**src/rtl/rtc_filt_pkg.sv**
```systemverilog
package rtc_filt_pkg;
    localparam int unsigned FN_INIT   = 0;
    localparam int unsigned FN_CALIB  = 1;
    localparam int unsigned FN_TSTAMP = 2;
    localparam int unsigned FN_WAKE   = 3;
    localparam int unsigned FN_ALM0   = 4;
    localparam int unsigned FN_ALM1   = 5;
    localparam int unsigned FN_TAMP   = 6;

    localparam int unsigned BKP_BIT    = 8;
    localparam int unsigned GLOBAL_BIT = 15;

    localparam int unsigned A_TIME     = 0;
    localparam int unsigned A_DATE     = 1;
    localparam int unsigned A_SUBSEC   = 2;
    localparam int unsigned A_PRESC    = 3;
    localparam int unsigned A_CALIB    = 4;
    localparam int unsigned A_CTRL     = 5;
    localparam int unsigned A_WAKE     = 6;
    localparam int unsigned A_ALM0     = 7;
    localparam int unsigned A_ALM1     = 8;
    localparam int unsigned A_TSTAMP   = 9;
    localparam int unsigned A_TAMPCFG  = 10;
    localparam int unsigned A_STATUS   = 11;
    localparam int unsigned A_FLAGCLR  = 12;
    localparam int unsigned A_MASKST   = 13;
    localparam int unsigned A_SECCTL   = 14;
    localparam int unsigned A_PRIVCTL  = 15;
    localparam int unsigned A_BKP_BASE = 16;

    typedef enum logic [2:0] {
        RK_NONE,
        RK_OPEN,
        RK_GROUP,
        RK_BITWISE,
        RK_TAMPCFG,
        RK_SECCTL,
        RK_PRIVCTL,
        RK_BKP
    } reg_kind_e;

    typedef struct packed {
        reg_kind_e  kind;
        logic [2:0] fn;
        logic       open_rd;
    } reg_info_t;
endpackage

```
**src/rtl/rtc_filt_decode.sv**
```systemverilog
module rtc_filt_decode
    import rtc_filt_pkg::*;
#(
    parameter int unsigned ADDR_W  = 5,
    parameter int unsigned NUM_BKP = 8
) (
    input  logic [ADDR_W-1:0] addr,
    output reg_info_t         info
);
    localparam int unsigned BKP_END = A_BKP_BASE + NUM_BKP;

    always_comb begin
        int unsigned a;
        a = 32'(addr);
        info = '{kind: RK_NONE, fn: 3'd0, open_rd: 1'b0};
        if (a >= A_BKP_BASE) begin
            if (a < BKP_END) begin
                info.kind = RK_BKP;
            end
        end else begin
            case (a)
                A_TIME, A_DATE, A_PRESC: begin
                    info.kind    = RK_GROUP;
                    info.fn      = 3'(FN_INIT);
                    info.open_rd = 1'b1;
                end
                A_CTRL: begin
                    info.kind = RK_GROUP;
                    info.fn   = 3'(FN_INIT);
                end
                A_SUBSEC: begin
                    info.kind    = RK_OPEN;
                    info.open_rd = 1'b1;
                end
                A_CALIB: begin
                    info.kind    = RK_GROUP;
                    info.fn      = 3'(FN_CALIB);
                    info.open_rd = 1'b1;
                end
                A_WAKE: begin
                    info.kind = RK_GROUP;
                    info.fn   = 3'(FN_WAKE);
                end
                A_ALM0: begin
                    info.kind = RK_GROUP;
                    info.fn   = 3'(FN_ALM0);
                end
                A_ALM1: begin
                    info.kind = RK_GROUP;
                    info.fn   = 3'(FN_ALM1);
                end
                A_TSTAMP: begin
                    info.kind = RK_GROUP;
                    info.fn   = 3'(FN_TSTAMP);
                end
                A_TAMPCFG: info.kind = RK_TAMPCFG;
                A_STATUS, A_FLAGCLR, A_MASKST: info.kind = RK_BITWISE;
                A_SECCTL: begin
                    info.kind    = RK_SECCTL;
                    info.open_rd = 1'b1;
                end
                A_PRIVCTL: begin
                    info.kind    = RK_PRIVCTL;
                    info.open_rd = 1'b1;
                end
                default: info.kind = RK_NONE;
            endcase
        end
    end
endmodule

```
**src/rtl/rtc_filt_perm.sv**
```systemverilog
module rtc_filt_perm
    import rtc_filt_pkg::*;
#(
    parameter int unsigned DATA_W   = 32,
    parameter int unsigned NUM_FUNC = 7
) (
    input  reg_info_t           info,
    input  logic                wr,
    input  logic                sec,
    input  logic                priv,
    input  logic [NUM_FUNC-1:0] fsec,
    input  logic [NUM_FUNC-1:0] fpriv,
    input  logic                bkp_sec,
    input  logic                bkp_priv,
    input  logic                gpriv,
    output logic [DATA_W-1:0]   sec_ok,
    output logic [DATA_W-1:0]   priv_ok,
    output logic                whole_viol
);
    localparam int unsigned AC_BIT = DATA_W - 1;

    logic [DATA_W-1:0] bw_sec, bw_priv, tc_sec, tc_priv;

    for (genvar b = 0; b < DATA_W; b++) begin : g_bit
        if (b < NUM_FUNC) begin : g_fn
            assign bw_sec[b]  = fsec[b];
            assign bw_priv[b] = fpriv[b];
        end else begin : g_rsv
            assign bw_sec[b]  = 1'b0;
            assign bw_priv[b] = 1'b0;
        end
        if (b == AC_BIT) begin : g_ac
            assign tc_sec[b]  = bkp_sec;
            assign tc_priv[b] = bkp_priv;
        end else begin : g_tc
            assign tc_sec[b]  = fsec[FN_TAMP];
            assign tc_priv[b] = fpriv[FN_TAMP];
        end
    end

    always_comb begin
        logic fn_s, fn_p;
        fn_s = fsec[info.fn];
        fn_p = fpriv[info.fn];

        sec_ok = '1;
        if (!sec) begin
            case (info.kind)
                RK_GROUP:   sec_ok = fn_s ? '0 : '1;
                RK_BITWISE: sec_ok = ~bw_sec;
                RK_TAMPCFG: sec_ok = ~tc_sec;
                RK_SECCTL:  sec_ok = wr ? '0 : '1;
                RK_BKP:     sec_ok = bkp_sec ? '0 : '1;
                default:    sec_ok = '1;
            endcase
        end

        whole_viol = !sec && (((info.kind == RK_GROUP) && fn_s) ||
                              ((info.kind == RK_BKP) && bkp_sec) ||
                              ((info.kind == RK_SECCTL) && wr));

        priv_ok = '1;
        if (!priv) begin
            if (info.kind == RK_BKP) begin
                priv_ok = bkp_priv ? '0 : '1;
            end else if (!gpriv) begin
                priv_ok = (!wr && info.open_rd) ? '1 : '0;
            end else begin
                case (info.kind)
                    RK_OPEN:    priv_ok = '1;
                    RK_GROUP:   priv_ok = fn_p ? '0 : '1;
                    RK_BITWISE: priv_ok = ~bw_priv;
                    RK_TAMPCFG: priv_ok = ~tc_priv;
                    RK_SECCTL,
                    RK_PRIVCTL: priv_ok = wr ? '0 : '1;
                    default:    priv_ok = '0;
                endcase
            end
        end
    end
endmodule

```
**src/rtl/rtc_filt_ctlregs.sv**
```systemverilog
module rtc_filt_ctlregs
    import rtc_filt_pkg::*;
#(
    parameter int unsigned DATA_W   = 32,
    parameter int unsigned NUM_FUNC = 7
) (
    input  logic                clk,
    input  logic                rst_bkp_n,
    input  logic                wr_sec,
    input  logic                wr_priv,
    input  logic [DATA_W-1:0]   wdata,
    input  logic [DATA_W-1:0]   wmask,
    output logic [NUM_FUNC-1:0] fsec,
    output logic [NUM_FUNC-1:0] fpriv,
    output logic                bkp_sec,
    output logic                bkp_priv,
    output logic                gpriv,
    output logic [DATA_W-1:0]   sec_word,
    output logic [DATA_W-1:0]   priv_word
);
    typedef struct packed {
        logic [NUM_FUNC-1:0] fsec;
        logic [NUM_FUNC-1:0] fpriv;
        logic                bkp_sec;
        logic                bkp_priv;
        logic                gpriv;
    } ctl_t;

    ctl_t st_d, st_q;

    always_comb begin
        logic [DATA_W-1:0] ms, mp;
        sec_word  = '0;
        priv_word = '0;
        sec_word[NUM_FUNC-1:0]  = st_q.fsec;
        sec_word[BKP_BIT]       = st_q.bkp_sec;
        priv_word[NUM_FUNC-1:0] = st_q.fpriv;
        priv_word[BKP_BIT]      = st_q.bkp_priv;
        priv_word[GLOBAL_BIT]   = st_q.gpriv;

        ms = (sec_word & ~wmask) | (wdata & wmask);
        mp = (priv_word & ~wmask) | (wdata & wmask);

        st_d = st_q;
        if (wr_sec) begin
            st_d.fsec    = ms[NUM_FUNC-1:0];
            st_d.bkp_sec = ms[BKP_BIT];
        end
        if (wr_priv) begin
            st_d.fpriv    = mp[NUM_FUNC-1:0];
            st_d.bkp_priv = mp[BKP_BIT];
            st_d.gpriv    = mp[GLOBAL_BIT];
        end
    end

    always_ff @(posedge clk) begin
        if (!rst_bkp_n) st_q <= '0;
        else            st_q <= st_d;
    end

    assign fsec     = st_q.fsec;
    assign fpriv    = st_q.fpriv;
    assign bkp_sec  = st_q.bkp_sec;
    assign bkp_priv = st_q.bkp_priv;
    assign gpriv    = st_q.gpriv;

    // protection state moves only on a control write
    p_hold_no_write_r11: assert property (@(posedge clk) disable iff (!rst_bkp_n)
        (!wr_sec && !wr_priv) |=> $stable(st_q));
endmodule

```
**src/rtl/rtc_access_filter.sv**
```systemverilog
module rtc_access_filter
    import rtc_filt_pkg::*;
#(
    parameter int unsigned ADDR_W   = 5,
    parameter int unsigned DATA_W   = 32,
    parameter int unsigned NUM_BKP  = 8,
    parameter int unsigned NUM_FUNC = 7
) (
    input  logic                  clk,
    input  logic                  rst_bkp_n,
    input  logic                  rst_sys_n,
    input  logic                  bus_req,
    input  logic                  bus_we,
    input  logic [ADDR_W-1:0]     bus_addr,
    input  logic [DATA_W-1:0]     bus_wdata,
    input  logic [DATA_W/8-1:0]   bus_be,
    input  logic                  bus_sec,
    input  logic                  bus_priv,
    output logic [DATA_W-1:0]     bus_rdata,
    output logic                  rf_we,
    output logic [ADDR_W-1:0]     rf_addr,
    output logic [DATA_W-1:0]     rf_wdata,
    output logic [DATA_W-1:0]     rf_wmask,
    input  logic [DATA_W-1:0]     rf_rdata,
    output logic                  illegal_pulse,
    output logic                  secure_active
);
    localparam int unsigned BE_W = DATA_W / 8;

    typedef struct packed {
        logic flag;
    } flt_t;

    reg_info_t           info;
    logic [DATA_W-1:0]   sec_ok, priv_ok, allow, be_mask, wmask;
    logic [DATA_W-1:0]   sec_word, priv_word;
    logic [NUM_FUNC-1:0] fsec, fpriv;
    logic                bkp_sec, bkp_priv, gpriv, whole_viol;
    logic                sec_wr, priv_wr;
    flt_t                f_d, f_q;

    for (genvar g = 0; g < BE_W; g++) begin : g_be
        assign be_mask[g*8 +: 8] = {8{bus_be[g]}};
    end

    rtc_filt_decode #(.ADDR_W(ADDR_W), .NUM_BKP(NUM_BKP)) u_dec (
        .addr (bus_addr),
        .info (info)
    );

    rtc_filt_perm #(.DATA_W(DATA_W), .NUM_FUNC(NUM_FUNC)) u_perm (
        .info       (info),
        .wr         (bus_we),
        .sec        (bus_sec),
        .priv       (bus_priv),
        .fsec       (fsec),
        .fpriv      (fpriv),
        .bkp_sec    (bkp_sec),
        .bkp_priv   (bkp_priv),
        .gpriv      (gpriv),
        .sec_ok     (sec_ok),
        .priv_ok    (priv_ok),
        .whole_viol (whole_viol)
    );

    rtc_filt_ctlregs #(.DATA_W(DATA_W), .NUM_FUNC(NUM_FUNC)) u_ctl (
        .clk       (clk),
        .rst_bkp_n (rst_bkp_n),
        .wr_sec    (sec_wr),
        .wr_priv   (priv_wr),
        .wdata     (bus_wdata),
        .wmask     (wmask),
        .fsec      (fsec),
        .fpriv     (fpriv),
        .bkp_sec   (bkp_sec),
        .bkp_priv  (bkp_priv),
        .gpriv     (gpriv),
        .sec_word  (sec_word),
        .priv_word (priv_word)
    );

    always_comb begin
        logic mapped, is_ctl, any_wr;
        logic [DATA_W-1:0] src;
        mapped = (info.kind != RK_NONE);
        is_ctl = (info.kind == RK_SECCTL) || (info.kind == RK_PRIVCTL);
        allow  = sec_ok & priv_ok & {DATA_W{mapped}};
        wmask  = allow & be_mask;
        any_wr = bus_req && bus_we && (|wmask);
        rf_we   = any_wr && mapped && !is_ctl;
        sec_wr  = any_wr && (info.kind == RK_SECCTL);
        priv_wr = any_wr && (info.kind == RK_PRIVCTL);
        if (info.kind == RK_SECCTL)       src = sec_word;
        else if (info.kind == RK_PRIVCTL) src = priv_word;
        else                              src = rf_rdata;
        bus_rdata = (bus_req && !bus_we) ? (src & allow) : '0;
        f_d.flag  = bus_req && whole_viol;
    end

    always_ff @(posedge clk) begin
        if (!rst_sys_n || !rst_bkp_n) f_q <= '0;
        else                          f_q <= f_d;
    end

    assign rf_addr       = bus_addr;
    assign rf_wdata      = bus_wdata;
    assign rf_wmask      = wmask;
    assign illegal_pulse = f_q.flag;
    assign secure_active = (|fsec) || bkp_sec;

    // non-secure write to a secured function register never reaches the file
    p_ns_write_drop_r2: assert property (@(posedge clk) disable iff (!rst_bkp_n || !rst_sys_n)
        (bus_req && bus_we && !bus_sec && (info.kind == RK_GROUP) && fsec[info.fn]) |-> !rf_we);

    // non-secure read of a secured function register reads zero
    p_ns_read_zero_r3: assert property (@(posedge clk) disable iff (!rst_bkp_n || !rst_sys_n)
        (bus_req && !bus_we && !bus_sec && (info.kind == RK_GROUP) && fsec[info.fn]) |-> (bus_rdata == '0));

    // the pulse only follows a non-secure request
    p_flag_source_r4: assert property (@(posedge clk) disable iff (!rst_bkp_n || !rst_sys_n)
        illegal_pulse |-> ($past(bus_req) && !$past(bus_sec)));

    // unprivileged writes with global privilege clear touch nothing outside backup
    p_unpriv_write_r8: assert property (@(posedge clk) disable iff (!rst_bkp_n || !rst_sys_n)
        (bus_req && bus_we && !bus_priv && !gpriv && (info.kind != RK_BKP)) |-> (!rf_we && !sec_wr && !priv_wr));

    // non-secure writes leave the secure word unchanged
    p_secword_guard_r1: assert property (@(posedge clk) disable iff (!rst_bkp_n || !rst_sys_n)
        (bus_req && bus_we && !bus_sec && (info.kind == RK_SECCTL)) |=> $stable(sec_word));

    // setting the init secure bit makes the block secure-active
    p_secure_active_r12: assert property (@(posedge clk) disable iff (!rst_bkp_n || !rst_sys_n)
        (bus_req && bus_we && bus_sec && bus_priv && (info.kind == RK_SECCTL) && bus_be[0] && bus_wdata[0]) |=> secure_active);
endmodule

```
**config.mk**
```make
export PLATFORM = sky130hd
export DESIGN_NAME = rtc_access_filter
export DESIGN_NICKNAME = d
export VERILOG_FILES = /design/src/rtl/rtc_filt_pkg.sv /design/src/rtl/rtc_filt_decode.sv /design/src/rtl/rtc_filt_perm.sv /design/src/rtl/rtc_filt_ctlregs.sv /design/src/rtl/rtc_access_filter.sv
export SDC_FILE = /design/constraint.sdc
export NUM_CORES = 1
export LEC_CHECK = 0
export ABC_AREA = 1
export BUFFER_PORTS_ARGS = -buffer_cell sky130_fd_sc_hd__buf_2
export CAP_MARGIN = 20
export CORE_MARGIN = 5
export CORE_UTILIZATION = 30
export CTS_CLUSTER_SIZE = 30
export DETAILED_ROUTE_END_ITERATION = 12
export GPL_ROUTABILITY_DRIVEN = 0
export GPL_TIMING_DRIVEN = 0
export MAX_ROUTING_LAYER = met4
export PLACE_DENSITY_LB_ADDON = 0.15
export SYNTH_ARGS = -nofsm -noshare
export SYNTH_HDL_FRONTEND = slang
export SYNTH_SLANG_ARGS = --single-unit
```
**constraint.sdc**
```tcl
create_clock -name clk -period 2 [get_ports clk]
set_input_delay 0.1 -clock clk [delete_from_list [all_inputs] [get_ports clk]]
set_output_delay 0.1 -clock clk [all_outputs]
set_load 0.03 [all_outputs]
```
### Word-level counts from Yosys, hierarchy flattened

Index checks and enable logic that the tools add are counted.

* $lt $le $gt $ge: 3
* equality and inequality tests: 22
* $add $sub $neg: 0
* bitwise gates (word level): 14
* reductions and logical operators: 31
* shifts and indexed selects: 0
* $mul: 0
* div/mod/pow operators: 0
* mux-type cells: 25

Operators with widths (count)
* two-way mux 32 bit: 13
* case mux 32 bit (5 select lines): 2
* AND 32 bit: 4
* NOT 32 bit: 2
* NOT 7 -> 32 bit: 2
* == test 5 x 4 -> 1 bit (second input constant): 8
* AND 16 bit: 2
* OR reduction 32 bit: 1
* == test 5 x 3 -> 1 bit (second input constant): 4
* case mux 3 bit (6 select lines): 1
* NOT 16 bit: 1
* bitwise OR 16 bit: 1
* case mux 3 bit (5 select lines): 1
* OR reduction 7 bit: 2
* logical AND 1 bit: 13
* == test 3 bit (second input constant): 4
* == test 5 x 2 -> 1 bit (second input constant): 2
* AND 9 bit: 1
* bitwise OR 9 bit: 1
* OR reduction 9 bit: 1
* binary-select mux 1 bit (select 3 bit): 2
* == test 3 x 2 -> 1 bit (second input constant): 2
* two-way mux 3 bit: 2
* == test 5 x 1 -> 1 bit (second input constant): 1
* 12 further kinds: 22

* memories: 0
* bits in registers: 18
* logic and storage cells: 101
* input bits: 80
* memory bits (read-only): 0
* RAM bits: 0
* output and inout bits: 104
* bits in latches: 0

### Depth between registers and ports, before layout

Gate-level depths: netlist (run 1).

* word-level depth: 18
* depth in mapped cells: 22
* depth with buffers taken out: 20

### Hierarchy

From an unflattened synthesis (run 1), not the netlist that was laid out.

* cells, all modules: 805
* area total of the unflattened synthesis: 4464.3 um^2

By module, submodules not included
* rtc_access_filter: times used 1, area each 1993.2 um^2, cells an instance 383, seq. area each 20.0 um^2
* rtc_filt_ctlregs: times used 1, area each 1276.2 um^2, cells an instance 188, seq. area each 340.3 um^2
* rtc_filt_perm: times used 1, area each 984.7 um^2, cells an instance 187, seq. area each 0.0 um^2
* rtc_filt_decode: times used 1, area each 210.2 um^2, cells an instance 47, seq. area each 0.0 um^2

### Worst setup path before layout (run 1)

Ideal clock, no wire load.

* path type: input to register
* start: input bus_addr[3]
* end: register (tool-made name)
* cell stages on the path: 18
* slack: -0.555 ns
* required time: 1.885 ns
* setup time: 0.115 ns
* data arrival time: 2.440 ns
* buffers on the path: 1
* path through: buf_4 > inv_2 > nor2_1 > nand3_2 > nand2_4 > nand2_1 > nand3_1 > nand2_1 > nand2_1 > nand3_2 > nand3_1 > nand2_1 > nand3_2 > nand2_2 > nor2_1 > nand4_1 > nor2_1 > nor2_1

RTL lines
* from (decl): RTL line rtc_access_filter.sv:14 `input logic [ADDR_W-1:0] bus_addr,`

==> impl_metrics.ini, run 1 <==
[clock_tree]
worstSkewPairLatency_ns = 0.25
cts_buffers = 3
cts_hold_buf = 0
cts_tree = done
clk_pin_slew_ns = 0.06
numClockSinks = 18
clockBufferDepth = 2
h-tree-depth = 1
clock-root-buffer = clkbuf_8

[synthesis]
yosys_register_bits = 18
netlist_area_sq_um = 2560
yosysWarnings = 0
yosysTopAreaCell = buf_4
synth_top_cell_area_share_pct = 17.0
ys_seq_area_share_pct = 14.1
synthCells = 453
synth.avg_cell_area_sq_um = 5.64
synth.area.top_cells = buf_4 (17%), nand2_1 (15%), dfxtp_1 (14%)
syn_nets = 533
yosysUniqueCellTypes = 34

[worst_setup_path]
slowest_stage = nand4_4
crit_arrival_ns = 2.23
worstSetupPathType = in2reg
crit_path_max_incr_delay_ns = 0.21
crit_chain = buf_12 > nor2_4 > nand3_4 > buf_6 > nand3_2 > nand3_2 > nand2_2 > nand2_2 > nand3_4 > nand3_2 > nand2_2 > nand3_4 > o211ai_1 > nand4_4 > buf_12 > nand4_4 > buf_6 > nand2_2 > nand2_1 > nor2_1
crit_required_ns = 2.15
worst-path-buf-inv = 4
worst_setup_path_end_kind = register
path_delay_family = simple AND/OR/NAND/NOR gates
crit_path_start_kind = primary input
crit_path_max_fanout = 8
cp_common_cell = nand2_2

[min_path]
min_path_type = in2reg

[grt]
grt_start_max_net_pins = 11
grt_usage_pct = 18.6
gr-total-overflow = 0
grt_pass1_vias = 3309
grt_pass1_wl_um = 15500
antenna_found_initial = 0

[finish]
final_util_pct = 53.7
fin_cells = 746
layout_common_cells = buf_2 (105), buf_4 (103), nand2_1 (79)
final_common_cell = buf_2
diodes = 0
drive_gt1_share_pct = 59.8
syn2layout_area_growth_pct = 73.3
nets = 723

[sta]
relSlewSlack_pct = 66.6
whs_ns = 0.0703
grt_setup_unrepaired = true
worst_clock_skew_ns = 0.00258
worstMarginPinSlew_ns = 0.502
hold_viol = 0
period_needed_ns = 2.08
finalSetupViolCount = 29
finalMaxSlewViolations = 0
tns_ns = -0.829
timing.final.crit_share_pct = 104
fmax_mhz = 481
final.setup.worst_slack_ns = -0.0799

[die]
row_count = 33
chipWidth_um = 102
die-area_sq_um = 10500
ios = 184
chipHeight_um = 102
core_sq_um = 8260
start_util_pct = 31.0

[place]
dp_hpwl_um = 8060
port_buffers = 158
dp.cells = 717

[power_and_ir_drop]
p_leak_nw = 2.39
p_per_area_nw_per_um2 = 372
ir_drop_uv = 405

[routing]
wl_um = 10300
via_per_inst = 4.66
drt_iter0_markers = 180
via_count = 3480
remaining_drc_errors = 0
drtAntennaViolNets = 0
drt-wirelength-per-cell_um = 13.8
first_pass_iters = 4

[run_status]
outcome = complete, but fails checks
violations = negative setup slack

[flow_run]
maxCapViolCount = 0
==> power breakdown <==
group	internal (mW)	switching (mW)	total [mW]
Combinational	0.417	0.626	1.04
Sequential	0.358	0.000787	0.358
Clock	0.134	0.113	0.247
==> worst reg2reg max path: cells and delay by family (launching register included) <==
kind,cells,cell delay (ns)
and+or+nand+nor,13,1.07
buffers and inverters,3,0.38
DFF,1,0.34
AOI/OAI and AO/OA,1,0.17
==> per-stage QoR <==
stage	worst slack, ns	power, mW	cell area (sq um)
after floorplan	-0.0325	0.976	2620
after global placement	-0.598	1.21	3540
after detailed placement	-0.647	1.21	3550
after CTS	-0.0393	1.56	4040
after global routing	-0.210	1.74	4430
final	-0.0799	1.65	4430
==> what timing repair did <==
action | 4_1_cts | 5_1_grt
setup buffers | 16 | 8
gates resized for setup | 97 | 122
pin swaps | 25 | 34
setup endpoints to repair | 82 | 80
gates cloned | 3 | 0
==> kinds of logic after synthesis <==
group / after synthesis / share of synthesized area (%)
AOI/OAI and AO/OA: 48 / 12.4
buffers and inverters: 124 / 27.0
and+or+nand+nor: 263 / 46.5
DFF: 18 / 14.1
==> worst paths after layout <==
path / start / endpoint / slack (ns) / cells after the start
hold reg to reg: register / register / 0.56 / 4
setup reg to reg: register / register / -0.06 / 17
hold / removal: bus_wdata[15] / register / 0.07 / 3
setup / recovery: bus_addr[2] / register / -0.08 / 20
==> synth_stat cells <==
cell / instances
nand2_4: 1
nor2_4: 3
buf_6: 1
nor4_1: 1
buf_4: 58
o21ai_1: 5
a31oi_2: 1
nor2_2: 3
o221ai_1: 1
a22oi_1: 8
nand4_4: 1
a21oi_2: 1
nand3_1: 36
nand2_2: 6
o2111ai_1: 1
clkinv_1: 2
o22ai_2: 1
dfxtp_1: 18
inv_2: 11
clkbuf_1: 7
a211oi_1: 2
buf_1: 2
nor3_4: 1
nand4_1: 7
o21ai_0: 13
o211ai_2: 1
o211ai_1: 7
inv_1: 43
nand3_2: 5
nor2_1: 93
nand2_1: 100
a21oi_1: 7
nand4_2: 2
nor3_1: 4
==> cell type report <==
class / instances / area [sq um]
fillers: 829 / 3830
multi-input cells: 313 / 1930
repair buffers: 184 / 1220
plain buffers: 67 / 503
flip-flops and latches: 18 / 375
inverters: 56 / 224
well taps: 105 / 131
clock buffers: 3 / 41.3
==> routing by layer <==
metal / vias up / global-route usage [%] / share of wire (%)
li1: 1771 / - / -
met1: 1571 / 24.3 / 41
met2: 134 / 31.5 / 51
met3: 4 / 1.30 / 7.3
met4: 0 / 4.24 / 0.39
met5: - / - / 0
Note: power is estimated with default switching activity, not from simulation.
==> inputs of run 2 (changes only) <==
Settings changed: MAX_ROUTING_LAYER met4 to default.
==> impl_metrics.ini, run 2 (synthesized netlist as in run 1, its figures left out) <==
[clock_tree]
h-tree-depth = 1
cts_tree = done
numClockSinks = 18
clock-root-buffer = clkbuf_8
clockBufferDepth = 2
cts_buffers = 3
worstSkewPairLatency_ns = 0.25
clk_pin_slew_ns = 0.06

[finish]
layout_common_cells = buf_2 (105), buf_4 (103), nand2_1 (79)
regArea_sq_um = 375
multiInputGateArea_sq_um = 1930
fillers = 829
final_common_cell = buf_2
stdcell_area_sq_um = 4430
fin_cells = 746
nets = 723
diodes = 0
syn2layout_area_growth_pct = 73.3
drive_gt1_share_pct = 59.8
final_util_pct = 53.7

[min_path]
min_path_type = in2reg

[worst_setup_path]
crit_path_max_incr_delay_ns = 0.21
crit_arrival_ns = 2.24
worstSetupPathType = in2reg
worstSetupStartpoint = bus_addr[2]
crit_chain = buf_12 > nor2_4 > nand3_4 > buf_6 > nand3_2 > nand3_2 > nand2_2 > nand2_2 > nand3_4 > nand3_2 > nand2_2 > nand3_4 > o211ai_1 > nand4_4 > buf_12 > nand4_4 > buf_6 > nand2_2 > nand2_1 > nor2_1
r2r_cells = 17
cp_common_cell = nand2_2
slowest_stage = nand4_4
path_delay_family = simple AND/OR/NAND/NOR gates
crit_required_ns = 2.15
path_depth = 20
crit_path_start_kind = primary input
worst-path-buf-inv = 4
worst_setup_path_end_kind = register
rrSetupSlack_ns = -0.07
crit_path_max_fanout = 8

[sta]
finalMaxSlewViolations = 0
tns_ns = -1.01
period_needed_ns = 2.09
worst_clock_skew_ns = 0.00168
timing.final.crit_share_pct = 105
grt_setup_unrepaired = true
hold_viol = 0
final.setup.worst_slack_ns = -0.0916
finalSetupViolCount = 29
relSlewSlack_pct = 67.1
fmax_mhz = 478
worstMarginPinSlew_ns = 0.494
whs_ns = 0.0717

[run_status]
violations = negative setup slack
outcome = complete, but fails checks

[die]
die-area_sq_um = 10500
core_sq_um = 8260
ios = 184
chipWidth_um = 102
chipHeight_um = 102
row_count = 33
start_util_pct = 31.0

[place]
placed_area_sq_um = 3550
port_buffers = 158
dp_hpwl_um = 8060
dp.cells = 717
post-place-ws_ns = -0.647

[grt]
grt_pass1_wl_um = 15500
top_usage_layer = met2
grt_usage_pct = 18.1
grt_pass1_vias = 3314
gr-total-overflow = 0
grt_start_max_net_pins = 11
grtUsageMet1_pct = 24.1
antenna_found_initial = 0
met2_usage_pct = 31.5
grt_use_met3_pct = 1.71

[power_and_ir_drop]
p_leak_nw = 2.39
p_total_mw = 1.65
p_per_area_nw_per_um2 = 372
ir_drop_uv = 403

[routing]
first_pass_iters = 4
via_per_inst = 4.70
drt-wirelength-per-cell_um = 13.8
via_count = 3504
remaining_drc_errors = 0
drt_iter0_markers = 172
drtAntennaViolNets = 0
wl_um = 10300

[flow_run]
maxCapViolCount = 0
## run 2: cell counts in the layout (fill, tap and decap cells not counted)
Identical to the previous run, type by type.
## run 2: area by class of cell
type                    count  share of cell area, %
repair buffers            184                   27.6
well taps                 105                   2.97
plain buffers              67                   11.4
clock buffers               3                  0.932
inverters                  56                   5.06
flip-flops and latches     18                   8.47
multi-input cells         313                   43.6
## run 2: worst min-delay path by stage
stage | startpoint | to | slack, ns | depth (start not counted)
after floorplan | bus_wdata[15] | register | 0.22 | 2
after global placement | bus_wdata[15] | register | 0.34 | 3
after detailed placement | bus_wdata[15] | register | 0.34 | 3
after CTS | bus_wdata[15] | register | 0.07 | 3
after global routing | bus_wdata[15] | register | 0.10 | 3
final | bus_wdata[15] | register | 0.07 | 3
## run 2: routing by layer
metal | up-vias | routed length, um
met4 | 0 | 91
met5 | - | 0
li1 | 1775 | -
met2 | 136 | 5230
met3 | 6 | 701
met1 | 1587 | 4260
## run 2: what timing repair did
item / 4_1_cts / 5_1_grt
endpoints found under the setup margin: 82 / 80
pin swaps: 25 / 34
buffers inserted: 16 / 8
hold buffers: 0 / 0
gates resized for setup: 97 / 122
gates cloned: 3 / 0
## run 2: tightest hold or removal path: stages
cell and delay, ns:
buf_2 0.09, nor2_1 0.03, nor2_1 0.06
## run 2: report_power, final
part | internal [mW] | switching [mW] | total [mW] | leakage [nW]
Combinational | 0.417 | 0.626 | 1.04 | 2.22
Clock | 0.134 | 0.113 | 0.247 | 0.0216
Sequential | 0.358 | 0.000781 | 0.358 | 0.150
==> inputs of run 3 (changes only) <==
Settings changed: CORE_UTILIZATION 30 to 38.
==> impl_metrics.ini, run 3 (synthesized netlist as in run 1, its figures left out) <==
[run_status]
outcome = complete, but fails checks
violations = negative setup slack

[grt]
gr-total-overflow = 0
grt_pass1_vias = 3348
grt_pass1_wl_um = 16000
grt_start_max_net_pins = 11
grt_usage_pct = 22.7
antenna_found_initial = 0

[routing]
via_per_inst = 5.19
wl_um = 11200
drtAntennaViolNets = 0
remaining_drc_errors = 0
via_count = 3765
drt_iter0_markers = 281
drt-wirelength-per-cell_um = 15.4
first_pass_iters = 7

[clock_tree]
clk_pin_slew_ns = 0.07
cts_tree = done
cts_hold_buf = 0
clock-root-buffer = clkbuf_8
numClockSinks = 18
clockBufferDepth = 2
worstSkewPairLatency_ns = 0.27
h-tree-depth = 1
cts_buffers = 3

[die]
chipWidth_um = 92.0
core_sq_um = 6460
chipHeight_um = 92.0
die-area_sq_um = 8470
start_util_pct = 39.6
ios = 184
row_count = 29

[power_and_ir_drop]
p_seq_share_pct = 20.2
power.share.clock_pct = 17.9
p_leak_nw = 2.43
ir_drop_uv = 239
cell_internal_pwr_mw = 0.976
p_sw_mw = 0.792
switching_share_pct = 44.8
p_per_area_nw_per_um2 = 388
pwr-share-comb_pct = 61.9

[min_path]
min_from = bus_wdata[15]
min_path_type = in2reg
hold-path-cell-count = 3

[finish]
final_common_cell = buf_4
multiInputGateArea_sq_um = 1930
nets = 729
regArea_sq_um = 378
layout_common_cells = buf_4 (109), buf_2 (100), nand2_1 (87)
fillers = 540
stdcell_area_sq_um = 4550
diodes = 0
syn2layout_area_growth_pct = 78.1
drive_gt1_share_pct = 57.9

[worst_setup_path]
crit_required_ns = 1.90
r2r_cells = 16
path_delay_family = simple AND/OR/NAND/NOR gates
slowest_stage = nor2_1
rrSetupSlack_ns = -0.06
crit_path_start_kind = primary input
crit_path_max_fanout = 9
worstSetupPathType = in2out
crit_path_max_incr_delay_ns = 0.22
worst-path-buf-inv = 4
worst_setup_path_end_kind = output pin
crit_arrival_ns = 2.03
crit_chain = buf_12 > nor2_4 > nand2_1 > nor2_1 > nor2_4 > nand3_2 > nand2_2 > nand2_2 > nand3_4 > nand3_2 > nand2_2 > nand3_4 > buf_12 > nand2_8 > nor2_4 > buf_4 > buf_4

[sta]
period_needed_ns = 2.13
finalSetupViolCount = 70
final.setup.worst_slack_ns = -0.133
timing.final.crit_share_pct = 107
worst_clock_skew_ns = 0.00541
whs_ns = 0.0688
relSlewSlack_pct = 61.2
hold_viol = 0
fmax_mhz = 469
worstMarginPinSlew_ns = 0.578
finalMaxSlewViolations = 0
grt_setup_unrepaired = true

[place]
port_buffers = 158
placed_area_sq_um = 3500
post-place-ws_ns = -0.613
dp_hpwl_um = 7660

[flow_run]
maxCapViolCount = 0
==> run 3: cell count changes in the layout (fill, tap and decap cells not counted), moves of 4 or more <==
cell,before,now
buf_6,20,36
clkbuf_4,13,0
nand3_2,22,12
nand2_1,79,87
nand3_1,16,23
buf_4,103,109
buf_2,105,100
nand2_2,19,14
nand2_4,10,6
o21ai_2,6,2
==> run 3: metrics by stage <==
stage / TNS [ns] / instances / util (%) / total power, mW
4_1_cts: -0.0341 / 712 / 61.8 / 1.60
5_1_grt: -12.56 / 725 / 70.5 / 1.84
3_5_place_dp: -29.73 / 688 / 54.2 / 1.21
2_1_floorplan: -0.258 / 453 / - / 0.976
3_3_place_gp: -30.55 / 688 / 54.2 / 1.20
6_report: -4.96 / 725 / 70.5 / 1.77
==> run 3: per-layer routing <==
layer / track usage, % / share of wire, % / up-vias
met5: 0 / 0 / -
met4: 6.44 / 2.2 / 0
met3: 3.19 / 8.2 / 28
met2: 41.7 / 52 / 205
met1: 27.3 / 37 / 1742
li1: - / - / 1790
==> run 3: layout make-up <==
class	count	area share, %
Timing Repair Buffer	190	29.3
Buffer	67	11.6
Multi-Input combinational cell	313	42.4
Inverter	56	5.03
Sequential cell	18	8.30
Tap cell	77	2.12
Clock buffer	4	1.21
==> run 3: worst max path at each step <==
stage | endpoint | startpoint | cells past startpoint | slack [ns]
4_1_cts | rf_we | register | 14 | -0.02
2_1_floorplan | register | bus_addr[3] | 19 | -0.03
6_report | rf_wmask[20] | bus_addr[3] | 17 | -0.13
3_3_place_gp | register | register | 11 | -0.63
3_5_place_dp | register | register | 10 | -0.61
5_1_grt | register | bus_addr[2] | 18 | -0.26
==> run 3: tightest hold or removal path: stages <==
cell	delay, ns
buf_2	0.09
nor2_1	0.03
nor2_1	0.08
==> run 3: what timing repair did <==
action | CTS | global route
gates resized for setup | 87 | 172
setup endpoints to repair | 82 | 81
gates cloned | 3 | 0
setup buffers | 18 | 13
pin swaps | 21 | 29
==> run 3: power by group through the flow <==
stage               logic, mW  clock network, mW  registers [mW]
floorplan               0.609                  0           0.368
global placement        0.834                  0           0.368
detailed placement      0.842                  0           0.368
CTS                     0.926              0.317           0.358
global route             1.16              0.331           0.357
finish                   1.09              0.317           0.357
